--- config.mk ---
export PLATFORM = sky130hd
export DESIGN_NAME = pulse_window_decoder
export DESIGN_NICKNAME = d
export VERILOG_FILES = /design/src/rtl/pwd_pkg.sv /design/src/rtl/pwd_counter.sv /design/src/rtl/pwd_edge_catch.sv /design/src/rtl/pwd_control.sv /design/src/rtl/pwd_datapath.sv /design/src/rtl/pulse_window_decoder.sv
export SDC_FILE = /design/constraint.sdc
export NUM_CORES = 1
export LEC_CHECK = 0
export BUFFER_PORTS_ARGS = -buffer_cell sky130_fd_sc_hd__buf_2
export CORE_UTILIZATION = 40
export CTS_BUF_LIST = sky130_fd_sc_hd__clkbuf_8
export DETAILED_ROUTE_END_ITERATION = 10
export GPL_TIMING_DRIVEN = 0
export RECOVER_POWER = 50
export SYNTH_ARGS = -nofsm -noshare
export SYNTH_HDL_FRONTEND = slang
export SYNTH_SLANG_ARGS = --single-unit
--- constraint.sdc ---
create_clock -name clk -period 2.6 [get_ports clk]
set_input_delay 0 -clock clk [delete_from_list [all_inputs] [get_ports clk]]
set_output_delay 0 -clock clk [all_outputs]
set_load 0.02 [all_outputs]
--- src/rtl/pwd_pkg.sv ---
package pwd_pkg;

  typedef enum logic [0:0] {
    PWD_IDLE = 1'b0,
    PWD_RUN  = 1'b1
  } pwdState_t;

  typedef struct packed {
    logic clearAll;  // zero both counters and the pulse catcher
    logic countEn;   // a slot is taken in the open window
    logic latch;     // final slot: capture result and strobe valid
  } pwdStrobes_t;

endpackage

--- src/rtl/pwd_counter.sv ---
module pwd_counter #(
  parameter int W        = 8,
  parameter bit SATURATE = 1'b0
) (
  input  logic         clk,
  input  logic         rstN,
  input  logic         clr,
  input  logic         inc,
  output logic [W-1:0] cnt
);

  localparam logic [W-1:0] TOP  = '1;
  localparam logic [W-1:0] ZERO = '0;
  localparam logic [W-1:0] ONE  = W'(1);

  logic [W-1:0] stepped;
  logic [W-1:0] cntNext;

  generate
    if (SATURATE) begin : g_sat
      always_comb stepped = (cnt == TOP) ? cnt : cnt + ONE;
    end else begin : g_wrap
      always_comb stepped = cnt + ONE;
    end
  endgenerate

  always_comb begin
    if (clr)      cntNext = ZERO;
    else if (inc) cntNext = stepped;
    else          cntNext = cnt;
  end

  always_ff @(posedge clk or negedge rstN) begin
    if (!rstN) cnt <= ZERO;
    else       cnt <= cntNext;
  end

endmodule

--- src/rtl/pwd_edge_catch.sv ---
module pwd_edge_catch (
  input  logic clk,
  input  logic rstN,
  input  logic dataIn,
  input  logic clr,
  input  logic consume,
  output logic hit
);

  logic prevData;
  logic pending;
  logic rise;

  assign rise = dataIn & ~prevData;
  assign hit  = pending | rise;

  always_ff @(posedge clk or negedge rstN) begin
    if (!rstN) begin
      prevData <= 1'b0;
      pending  <= 1'b0;
    end else begin
      prevData <= dataIn;
      if (clr || consume) pending <= 1'b0;
      else if (rise)      pending <= 1'b1;
    end
  end

endmodule

--- src/rtl/pwd_control.sv ---
module pwd_control
  import pwd_pkg::*;
(
  input  logic        clk,
  input  logic        rstN,
  input  logic        clear,
  input  logic        slotEn,
  input  logic        refLast,
  output pwdStrobes_t strb
);

  pwdState_t state;
  pwdState_t stateNext;

  always_comb begin
    strb.clearAll = clear;
    strb.countEn  = (state == PWD_RUN) && slotEn && !clear;
    strb.latch    = strb.countEn && refLast;
  end

  always_comb begin
    stateNext = state;
    if (clear)           stateNext = PWD_RUN;
    else if (strb.latch) stateNext = PWD_IDLE;
  end

  always_ff @(posedge clk or negedge rstN) begin
    if (!rstN) state <= PWD_IDLE;
    else       state <= stateNext;
  end

endmodule

--- src/rtl/pwd_datapath.sv ---
module pwd_datapath
  import pwd_pkg::*;
#(
  parameter int N = 8
) (
  input  logic         clk,
  input  logic         rstN,
  input  logic         dataIn,
  input  pwdStrobes_t  strb,
  output logic         refLast,
  output logic [N-1:0] result,
  output logic         resultValid
);

  localparam logic [N-1:0] TOP = '1;
  localparam logic [N-1:0] ONE = N'(1);

  logic         hit;
  logic         dataInc;
  logic [N-1:0] refCnt;
  logic [N-1:0] dataCnt;
  logic [N-1:0] dataFinal;

  pwd_edge_catch u_edge (
    .clk     (clk),
    .rstN    (rstN),
    .dataIn  (dataIn),
    .clr     (strb.clearAll),
    .consume (strb.countEn),
    .hit     (hit)
  );

  assign dataInc = strb.countEn & hit;

  pwd_counter #(.W(N), .SATURATE(1'b0)) u_refCnt (
    .clk  (clk),
    .rstN (rstN),
    .clr  (strb.clearAll),
    .inc  (strb.countEn),
    .cnt  (refCnt)
  );

  pwd_counter #(.W(N), .SATURATE(1'b1)) u_dataCnt (
    .clk  (clk),
    .rstN (rstN),
    .clr  (strb.clearAll),
    .inc  (dataInc),
    .cnt  (dataCnt)
  );

  assign refLast   = (refCnt == TOP);
  assign dataFinal = (dataInc && dataCnt != TOP) ? dataCnt + ONE : dataCnt;

  always_ff @(posedge clk or negedge rstN) begin
    if (!rstN) begin
      result      <= '0;
      resultValid <= 1'b0;
    end else begin
      resultValid <= strb.latch;
      if (strb.latch) result <= dataFinal;
    end
  end

endmodule

--- src/rtl/pulse_window_decoder.sv ---
module pulse_window_decoder
  import pwd_pkg::*;
#(
  parameter int N = 8
) (
  input  logic         clk,
  input  logic         rstN,
  input  logic         clear,
  input  logic         slotEn,
  input  logic         dataIn,
  output logic [N-1:0] result,
  output logic         resultValid
);

  pwdStrobes_t strb;
  logic        refLast;

  pwd_control u_control (
    .clk     (clk),
    .rstN    (rstN),
    .clear   (clear),
    .slotEn  (slotEn),
    .refLast (refLast),
    .strb    (strb)
  );

  pwd_datapath #(.N(N)) u_datapath (
    .clk         (clk),
    .rstN        (rstN),
    .dataIn      (dataIn),
    .strb        (strb),
    .refLast     (refLast),
    .result      (result),
    .resultValid (resultValid)
  );

endmodule

# Word level (Yosys, flattened, before mapping)
# Index checks and enable logic that the tools add are counted.
[classes] mux=10 n_shift=0 bitwise=4 n_div=0 magnitude_cmp=0 eq_ne=4 multipliers=0 addsub=2 reduce_logical=11
[op_table] operator="$mux 8" count=6
[op_table] operator="$add 8x1->8 const B" count=2
[op_table] operator="$eq 8x8->1 const B" count=2
[op_table] operator="$ne 8x8->1 const B" count=1
[op_table] operator="$reduce_bool 2->1" count=4
[op_table] operator="$logic_and 1x1->1" count=4
[op_table] operator="$mux 1" count=4
[op_table] operator="$and 1x1->1" count=2
[op_table] operator="$ne 2x2->1 const B" count=1
[op_table] operator="$reduce_and 2->1" count=1
[op_table] operator="$logic_not 1->1" count=1
[op_table] operator="$logic_or 1x1->1" count=1
[op_table] operator="$not 1->1" count=1
[op_table] operator="$or 1x1->1" count=1
[word_totals] regBits=28 rom_bits=0 mem_count=0 ramBits=0 latch_bits=0

# Longest topological paths before layout
# Gate-level depths: netlist of the first run.
[depth] depth_word=6 depth_mapped=7 ltp_nobuf=6

# By module
# A second synthesis of the first run with hierarchy kept.
[unflattened] cells_unflattened=156 area_unflattened_um2=1561.5
[modules_own_cells] module="pwd_datapath" seq_area_each_um2=225.2 area_per_inst_um2=530.5 cells_per_inst=58 n_inst=1
[modules_own_cells] module="pwd_counter (u_datapath.u_dataCnt)" seq_area_each_um2=200.2 area_per_inst_um2=489.2 cells_per_inst=48 n_inst=1
[modules_own_cells] module="pwd_counter (u_datapath.u_refCnt)" seq_area_each_um2=200.2 area_per_inst_um2=396.6 cells_per_inst=37 n_inst=1
[modules_own_cells] module="pwd_edge_catch" seq_area_each_um2=50.0 area_per_inst_um2=81.3 cells_per_inst=6 n_inst=1
[modules_own_cells] module="pwd_control" seq_area_each_um2=25.0 area_per_inst_um2=63.8 cells_per_inst=7 n_inst=1

# Least setup slack after synthesis of the first run
# OpenSTA, ideal clock, no wires.
[synth_timing] path_type="flip-flop to flip-flop" from="reg u_control.state" to="reg u_datapath.result[0]" synth_period_minus_slack_ns=1.415 arrival_time_ns=1.294 stages_incl_launch_ff=8 path_buffers=2 path_slack_ns=1.185 path_cell_list="dfrtp_1 > and2_4 > buf_8 > nand3_2 > or3_4 > buf_6 > nand2_1 > o21ai_2"
[synth_between] elab_chain_len=5 word_cells_on_any_way=6
[synth_rtl] item="from (decl)" line_no="pwd_control.sv:12" text="pwdState_t state;"
[synth_rtl] item="from (signal assigned)" line_no="pwd_control.sv:29" text="else state <= stateNext;"
[synth_rtl] item="$logic_and 1x1->1 (*) (2 in a row)" line_no="pwd_control.sv:17" text="strb.countEn = (state == PWD_RUN) && slotEn && !clear;"
[synth_rtl] item="$and 1x1->1" line_no="pwd_datapath.sv:33" text="assign dataInc = strb.countEn & hit;"
[synth_rtl] item="$logic_and 1x1->1" line_no="pwd_datapath.sv:52" text="assign dataFinal = (dataInc && dataCnt != TOP) ? dataCnt + ONE : dataCnt;"
[synth_rtl] item="$mux 8" line_no="pwd_datapath.sv:52"
[synth_rtl] item="to (signal assigned)" line_no="pwd_datapath.sv:60" text="if (strb.latch) result <= dataFinal;"
[synth_rtl] item="to (decl)" line_no="pwd_datapath.sv:11" text="output logic [N-1:0] result,"
# Every way passes the cells marked *; elsewhere a longest branch is shown, timed or not.
# A chain may end at the register's enable or synchronous reset.

# Worst setup path after layout of the first run
[layout_timing] from="reg u_datapath.u_dataCnt.cnt[0]" to="reg u_datapath.u_dataCnt.cnt[1]"
[layout_between] elab_chain_len=4 word_cells_on_any_way=7
[layout_rtl] item="from (decl)" line_no="pwd_counter.sv:9" text="output logic [W-1:0] cnt"
[layout_rtl] item="from (signal assigned)" line_no="pwd_counter.sv:35" text="else cnt <= cntNext;"
[layout_rtl] item="$add 8x1->8" line_no="pwd_counter.sv:21" text="always_comb stepped = (cnt == TOP) ? cnt : cnt + ONE;"
[layout_rtl] item="$mux 8" line_no="pwd_counter.sv:21"
[layout_rtl] item="$mux 8" line_no="pwd_counter.sv:29" text="else if (inc) cntNext = stepped;"
[layout_rtl] item="$mux 8" line_no="pwd_counter.sv:28" text="if (clr) cntNext = ZERO;"
# Parallel ways exist; a longest one is shown, timed or not. The select of a mux whose other input is x is not followed.

==> results of run 1 <==
## layout make-up
type / count / area, sq um
Fill cell: 284 / 1584
Buffer: 4 / 35.03
Sequential cell: 28 / 700.7
Timing Repair Buffer: 15 / 85.08
Multi-Input combinational cell: 86 / 555.5
Tap cell: 44 / 55.05
Inverter: 2 / 7.507
Clock buffer: 4 / 55.05
## worst max-delay path: cells and delay by family, from the launching register on
| kind | cells | cell delay, ps |
|---|---|---|
| adders and majority gates | 1 | 240 |
| and+or+nand+nor | 4 | 470 |
| muxes | 1 | 310 |
| DFF | 1 | 430 |
## flip-flops by register name, summed over array words and instances (netlist names)
signal	cells
u_datapath.u_refCnt.cnt	8
u_datapath.u_edge.prevData	1
u_datapath.u_dataCnt.cnt	8
u_datapath.result	8
u_control.state	1
u_datapath.u_edge.pending	1
u_datapath.resultValid	1
## layout by cell type (no fill, tap or decap)
| cell type | netlist | layout |
|---|---|---|
| nand2b_1 | 1 | 1 |
| nor3_1 | 3 | 3 |
| o21ai_2 | 2 | 2 |
| and2_4 | 1 | 1 |
| buf_2 | 1 | 9 |
| xnor2_1 | 6 | 6 |
| nor3b_1 | 1 | 1 |
| buf_6 | 1 | 1 |
| buf_8 | 1 | 1 |
| or3_4 | 1 | 1 |
| o21ai_0 | 4 | 4 |
| inv_1 | 2 | 2 |
| nor2_1 | 17 | 17 |
| nor2b_1 | 1 | 1 |
| clkbuf_8 | 0 | 4 |
| nand4_1 | 4 | 4 |
| nor4b_4 | 1 | 1 |
| nand2_1 | 14 | 14 |
| or3_1 | 4 | 4 |
| clkbuf_1 | 1 | 5 |
| xor2_1 | 3 | 3 |
| a21oi_1 | 3 | 3 |
| nor4_4 | 1 | 1 |
| mux2i_1 | 4 | 4 |
| o211ai_4 | 1 | 1 |
| dlygate4sd3_1 | 0 | 3 |
| nand3_2 | 1 | 1 |
| o21ai_1 | 6 | 6 |
| dfrtp_1 | 28 | 28 |
| nand3_1 | 4 | 4 |
| ha_1 | 2 | 2 |
| nor2_4 | 1 | 1 |
## metrics by stage
step | util [%] | hold WS [ps] | instance area (sq um) | setup slack, ps
2_1_floorplan | - | -295.6 | 1299 | 1185
3_3_place_gp | 45.93 | 43.41 | 1414 | 1086
3_5_place_dp | 45.93 | 54.75 | 1414 | 1051
4_1_cts | 48.70 | 134.2 | 1499 | 1032
5_1_grt | 48.54 | 157.9 | 1494 | 834.2
6_report | 48.54 | 143.9 | 1494 | 1026
## cells by family (layout without fill, tap and decap cells)
| logic type | after synthesis | count (layout) |
|---|---|---|
| AO/OA/AOI/OAI | 16 | 16 |
| adder cells (fa/ha/maj) | 2 | 2 |
| multiplexers | 4 | 4 |
| buffers and inverters | 6 | 25 |
| flip-flops | 28 | 28 |
| XOR/XNOR | 9 | 9 |
| AND/OR/NAND/NOR | 55 | 55 |
## where the power goes
part,leakage [nW],switching [W],internal (W)
Clock,0.0288,0.000134,0.000136
Sequential,0.382,0.00000496,0.000441
Combinational,0.211,0.0000257,0.0000162
## metal layers
metal	share of wire, %	GRT usage [%]	up-vias
li1	-	-	446
met1	46	17.51	440
met2	51	28.08	6
met3	1.4	2.620	5
met4	2.2	8.163	0
met5	0	0	-
## path summary, 6_finish.rpt
check | startpoint | endpoint | slack [ps] | depth (start not counted)
worst min-delay path | slotEn | u_datapath.u_edge.pending | 140 | 4
max in group asynchronous | rstN | u_datapath.result[0] | 1150 | 2
min in group asynchronous | rstN | u_datapath.u_refCnt.cnt[1] | 590 | 2
worst max-delay path | u_datapath.u_dataCnt.cnt[0] | u_datapath.u_dataCnt.cnt[1] | 1030 | 6
worst min register to register | u_datapath.result[1] | u_datapath.result[1] | 490 | 2
worst max register to register | u_datapath.u_dataCnt.cnt[0] | u_datapath.u_dataCnt.cnt[1] | 1030 | 6
## timing repair
action / CTS / global route
gates resized for setup: 0 / 0
endpoints found under the hold margin: 34 / 0
hold buffers: 3 / 0
==> run summary, run 1 <==
==========================================================================================
Achievable clock frequency                                                      0.6353 GHz
Multiplexer share of the synthesized area                                           3.083%
DRC violations left                                                                      0
Post-synthesis cell type with the largest combined area                            dfrtp_1
Number of buffers inserted by port buffering                                            12
EDFF count, synth                                                                        0
Die outline area                                                                3479 sq um
Clock root buffer                                                                 clkbuf_8
Worst setup path class                                                          reg -> reg
Via count of the routed design                                                         897
Residual antenna-violating net count after detailed routing                              0
Sinks on Clock Net                                                                      28
Overall power of the completed layout                                          0.0007569 W
Post-synthesis cell area                                                        1299 sq um
Clock tree from TritonCTS                                                              yes
Final Max Slew Viols                                                                     0
Vertical extent of the die                                                    58.98 microns
Share of flip-flops with an asynchronous set or reset                               100.0%
Maximum vdd drop                                                                 0.2694 mV
Hold Fails Final Rpt                                                                     0
Class of the worst hold path                                                     in -> reg
Share of synthesized cell area in full adder, half adder and majority cells         1.927%
RD Place Congestion                                                                 0.7609
Series of cell instances along the critical path                              ha_1 > nand3_1 > nor2_4 > nor2_1 > mux2i_1 > nor2_1
Dominant cell by count in the synthesized netlist                                  dfrtp_1
CP dominant cell by count                                                           nor2_1
Sequential share of the synthesized area                                            53.95%
Top cells by area, synth                                                      dfrtp_1, nor2_1, nand2_1
Simple-gate area share of the yosys netlist                                         23.70%
Ports placed on the boundary                                                            14
Vias in the first global route                                                         919
Signal arrival time at the worst endpoint                                          1720 ps
Iteration-0 DRC Markers                                                                 19
Mean cell area of the mapped netlist                                           10.82 sq um
Finish-stage setup viols                                                                 0
Maximum level of the CTS H-tree                                                          1
Wire per inst                                                                 12.48 microns
Total of warnings raised by yosys                                                        0
Total instance count after detailed placement                                          176
Largest family of logic cells by synthesized area                             simple AND/OR/NAND/NOR gates
Detailed Routing Iterations Pass 1                                                       4
Layout-stage area growth over the synthesis result                                  15.03%
Antenna Cells                                                                            0
Final global-route overflow total                                                        0
Clock latency at the later pin of the worst-skew pair                               280 ps
Flip-flop and latch count after synthesis                                               28
Post-synth top area share                                                           53.95%
Fraction of the mapped netlist area in compound gates                               7.996%
Num CTS Buffers                                                                          3
Total routing usage reported by global routing                                      15.57%
Detailed Route WL                                                             2283 microns
Maxcap violations                                                                        0
Critical Path RT                                                                   2750 ps
Final layout net count                                                                 147
Max_slew headroom                                                                   2.282%
Maximum buffer depth of the clock tree                                                   2
Worst clock skew                                                                  7.224 ps
Netlist cell types                                                                      30
RSZ-0062 raised after global routing                                                    no
Final standard cell count with taps included and fillers excluded                      183
Cell with the largest stage delay on the worst path                                dfrtp_1
First-pass GRT wire length                                                    4002 microns
Most used flip-flop cell after synthesis                                           dfrtp_1
Instance count of the mapped netlist                                                   120
Routed via count divided by cell count                                               4.902
Status                                                                        finished, final reports clean
CORE AREA                                                                       3078 sq um
Critical path launch point type                                                       flop
Clock-pin slew on the worst setup and hold paths                                     90 ps
Setup bufs post-CTS                                                                      0
Starting utilization of the core area                                               42.20%
Transition time at the pin with the least slew margin                              1466 ps
Post-layout minimum cycle time                                                     1574 ps
DP HPWL                                                                       1653 microns
Commonest cells post-synth                                                    dfrtp_1, nor2_1, nand2_1
Maximum number of pins on one net before global-route repair                            29
Final total negative setup slack                                                      0 ps
Share of layout cells above drive strength 1                                        17.27%
Max Fanout on Critical Path                                                              5
Kind of end point of the critical path                                                flop
Initial antenna violation count                                                          0
Pwr per Cell Area                                                             506.6 nW/um^2
Leakage power summed over all cells                                              0.6214 nW
Die Wd                                                                        58.98 microns
Mapped Nets                                                                            127
Parity-gate share of the synthesized area counting xor and xnor cells               6.069%
Max stage delay on crit path                                                        430 ps
Fraction of the cycle the final worst path needs                                    60.54%
Number of placement rows                                                                20
==========================================================================================
(Power assumes the default switching activity.)
==> run 2: changes to the inputs <==
==> constraint.sdc (replaced) <==
create_clock -name clk -period 1.3 [get_ports clk]
set_input_delay 0 -clock clk [delete_from_list [all_inputs] [get_ports clk]]
set_output_delay 0 -clock clk [all_outputs]
set_load 0.02 [all_outputs]
==> run 2 against run 1 <==
Against the previous run: the run now ends with setup timing left; register-to-register slack got worse by 1200 ps; clock power up 100%; sequential power rose by 100%; global-route usage rose by 2.3 points; critical path depth is the same; final area up 23%; sequential cell count unchanged; fmax rose by 9.7%; total power is 110% higher; utilization increased by 11 points; via count up 10%; sequential share of layout area decreased by 8.8 points; critical path type unchanged.
==> run summary, run 2 (synthesis results as in run 1) <==
================================================================================
P_sw                                                                 0.0003476 W   was 0.0001644 W
Maximum level of the CTS H-tree                                                1   unchanged
Maximum buffer depth of the clock tree                                         2   unchanged
Worst clock skew                                                        1.199 ps   was 7.224 ps
Clock root buffer                                                       clkbuf_8   unchanged
Final layout net count                                                       167   was 147
Maximum vdd drop                                                       0.5476 mV   was 0.2694 mV
Vias in the first global route                                               949   was 919
Cell with the largest stage delay on the worst path                        or3_4   was dfrtp_1
Number of placement rows                                                      20   unchanged
Worst setup path endpoint                                           u_datapath.result[5]   was u_datapath.u_dataCnt.cnt[1]
Sequential group share of total power                                      57.4%   was 58.9%
Critical path launch point                                          u_control.state   was u_datapath.u_dataCnt.cnt[0]
RSZ-0062 raised after global routing                                         yes   was no
Die outline area                                                      3479 sq um   unchanged
Detailed Route WL                                                   2805 microns   was 2283 microns
Critical register-to-register path startpoint                       u_control.state   was u_datapath.u_dataCnt.cnt[0]
DP HPWL                                                             1701 microns   was 1653 microns
First-pass GRT wire length                                          4422 microns   was 4002 microns
Clock latency at the later pin of the worst-skew pair                     280 ps   about the same
Portion of total power attributed to combinational logic                    7.9%   was 5.5%
Starting utilization of the core area                                     42.20%   unchanged
Maximum number of pins on one net before global-route repair                  29   unchanged
Worst r2r dst                                                       u_datapath.result[5]   was u_datapath.u_dataCnt.cnt[1]
Most frequent cells in the layout                                   dfrtp_1, buf_4, nor2_1, buf_2, nand2_1   was dfrtp_1, nor2_1, nand2_1, buf_2
Largest registers                                                   u_datapath.result x8, u_datapath.u_dataCnt.cnt x8, u_datapath.u_refCnt.cnt x8   unchanged
Detailed Routing Iterations Pass 1                                             4   unchanged
Post-layout minimum cycle time                                           1435 ps   was 1574 ps
Class of the worst hold path                                           in -> reg   unchanged
Share of layout cells above drive strength 1                              45.91%   was 17.27%
Fin util                                                                  59.92%   was 48.54%
Iteration-0 DRC Markers                                                       33   was 19
R2r setup slk                                                            -130 ps   was 1030 ps
Final worst setup slack                                                -135.0 ps   was 1026 ps
Status                                                              complete, but fails checks   was finished, final reports clean
Residual antenna-violating net count after detailed routing                    0   unchanged
Series of cell instances along the critical path                    and2_4 > nand3_4 > or3_4 > clkbuf_16 > nand2_2 > o21ai_1   was ha_1 > nand3_1 > nor2_4 > nor2_1 > mux2i_1 > nor2_1
Wire per inst                                                       13.82 microns   was 12.48 microns
Clock tree from TritonCTS                                                    yes   unchanged
Sinks on Clock Net                                                            28   unchanged
Overall power of the completed layout                                 0.001557 W   was 0.0007569 W
Number of buffers inserted by port buffering                                  12   unchanged
Achievable clock frequency                                            0.6969 GHz   was 0.6353 GHz
Routed via count divided by cell count                                     4.882   was 4.902
Internal power of the cells                                           0.001209 W   was 0.0005925 W
Max Fanout on Critical Path                                                    5   unchanged
Number of cells traversed by the worst register-to-register path               6   unchanged
Initial antenna violation count                                                0   unchanged
Maxcap violations                                                              0   unchanged
Worst setup path class                                                reg -> reg   unchanged
Signal arrival time at the worst endpoint                                1610 ps   was 1720 ps
Total instance count after detailed placement                                176   unchanged
Violations in the final reports                                     setup timing
Hold Fails Final Rpt                                                           0   unchanged
Fraction of the cycle the final worst path needs                          110.4%   was 60.54%
Relative contribution of the clock network to total power                  34.7%   was 35.6%
Clock-pin slew on the worst setup and hold paths                           90 ps   about the same
Pwr per Cell Area                                                   844.2 nW/um^2   was 506.6 nW/um^2
Ports placed on the boundary                                                  14   unchanged
Final global-route overflow total                                              0   unchanged
Num CTS Buffers                                                                3   unchanged
Vertical extent of the die                                          58.98 microns   unchanged
Total routing usage reported by global routing                            17.91%   was 15.57%
Max_slew headroom                                                         54.23%   was 2.282%
Antenna Cells                                                                  0   unchanged
Leakage power summed over all cells                                    0.7538 nW   was 0.6214 nW
Layout-stage area growth over the synthesis result                        42.00%   was 15.03%
Final Max Slew Viols                                                           0   unchanged
Via count of the routed design                                               991   was 897
Sw Share                                                                  22.33%   was 21.72%
DRC violations left                                                            0   unchanged
Die Wd                                                              58.98 microns   unchanged
Transition time at the pin with the least slew margin                   686.5 ps   was 1466 ps
Launch point of the worst hold path                                        clear   was slotEn
Critical Path RT                                                         1470 ps   was 2750 ps
Most common cell after layout, fill and taps aside                       dfrtp_1   unchanged
Fill count                                                                   266   was 284
Critical path launch point type                                             flop   unchanged
Kind of end point of the critical path                                      flop   unchanged
Area occupied by multi-input gates                                   724.4 sq um   was 555.5 sq um
Sequential standard cell area                                        703.2 sq um   was 700.7 sq um
CORE AREA                                                             3078 sq um   unchanged
RD Place Congestion                                                       0.7942   was 0.7609
Max stage delay on crit path                                              380 ps   was 430 ps
Finish-stage setup viols                                                      18   was 0
Final standard cell count with taps included and fillers excluded            203   was 183
================================================================================
-- run 2: cell count changes in the layout (fill, tap and decap cells not counted), moves of 3 or more --
cell and delta:
buf_2 +3, buf_4 +17, clkbuf_1 -4, nand2_1 -5
nand2_2 +3, nand3_4 +3, nor3_1 -3, nor3_2 +3
xnor2_1 -4, xnor2_2 +4
-- run 2: power by group through the flow --
stage	Clock, W	Sequential (W)	Combinational, W
after floorplan	0	0.000907	0.0000502
after global placement	0	0.000908	0.0000796
after detailed placement	0	0.000909	0.0000821
after CTS	0.000561	0.000889	0.000118
after global routing	0.000587	0.000894	0.000140
final	0.000540	0.000893	0.000124
-- run 2: critical path, delay by kind of cell, from the launching register on --
family                 cells  cell delay (ps)
AO/OA/AOI/OAI              1               50
buffers and inverters      1              180
AND/OR/NAND/NOR            4              740
flip-flops                 1              360
-- run 2: what timing repair did --
| action | CTS | global route |
|---|---|---|
| endpoints found under the hold margin | 33 | 0 |
| setup endpoints to repair | 20 | 21 |
| cloned | 0 | 1 |
| gates resized for setup | 9 | 22 |
| hold buffers | 4 | 0 |
| pin swaps | 7 | 20 |
| buffers inserted | 14 | 6 |
-- run 2: worst min path at each step --
stage | end | slack [ps] | cells past startpoint
2_1_floorplan | u_control.state | -300 | 0
3_3_place_gp | u_datapath.result[2] | 40 | 1
3_5_place_dp | u_datapath.result[2] | 50 | 1
4_1_cts | u_control.state | 30 | 3
5_1_grt | u_control.state | 60 | 3
6_report | u_control.state | 40 | 3
-- run 2: final cells by class --
type                       instances  share of cell area [%]
multi-input combinational         86                   39.28
sequential                        28                   38.13
timing repair buffer              36                   14.93
clock buffer                       4                   2.985
tap                               44                   2.985
buffer                             3                   1.289
inverter                           2                  0.4071
-- run 2: layer usage --
metal / part of all wire [%] / up-vias / track usage (%)
met5: 0 / - / 0
met4: 2.2 / 0 / 10.20
met3: 2.2 / 4 / 2.620
met2: 53 / 16 / 30.84
met1: 42 / 484 / 21.37
li1: - / 487 / -
-- run 2: through the flow --
stage	TNS, ps	cell area (sq um)	hold WS, ps	setup slack [ps]
3_5_place_dp	-2805	1441	51.94	-195.8
4_1_cts	-2034	1674	31.12	-160.5
2_1_floorplan	-564.6	1326	-295.6	-70.68
6_report	-1728	1844	36.89	-135.0
5_1_grt	-3292	1844	55.75	-208.3
3_3_place_gp	-2287	1441	41.68	-162.1
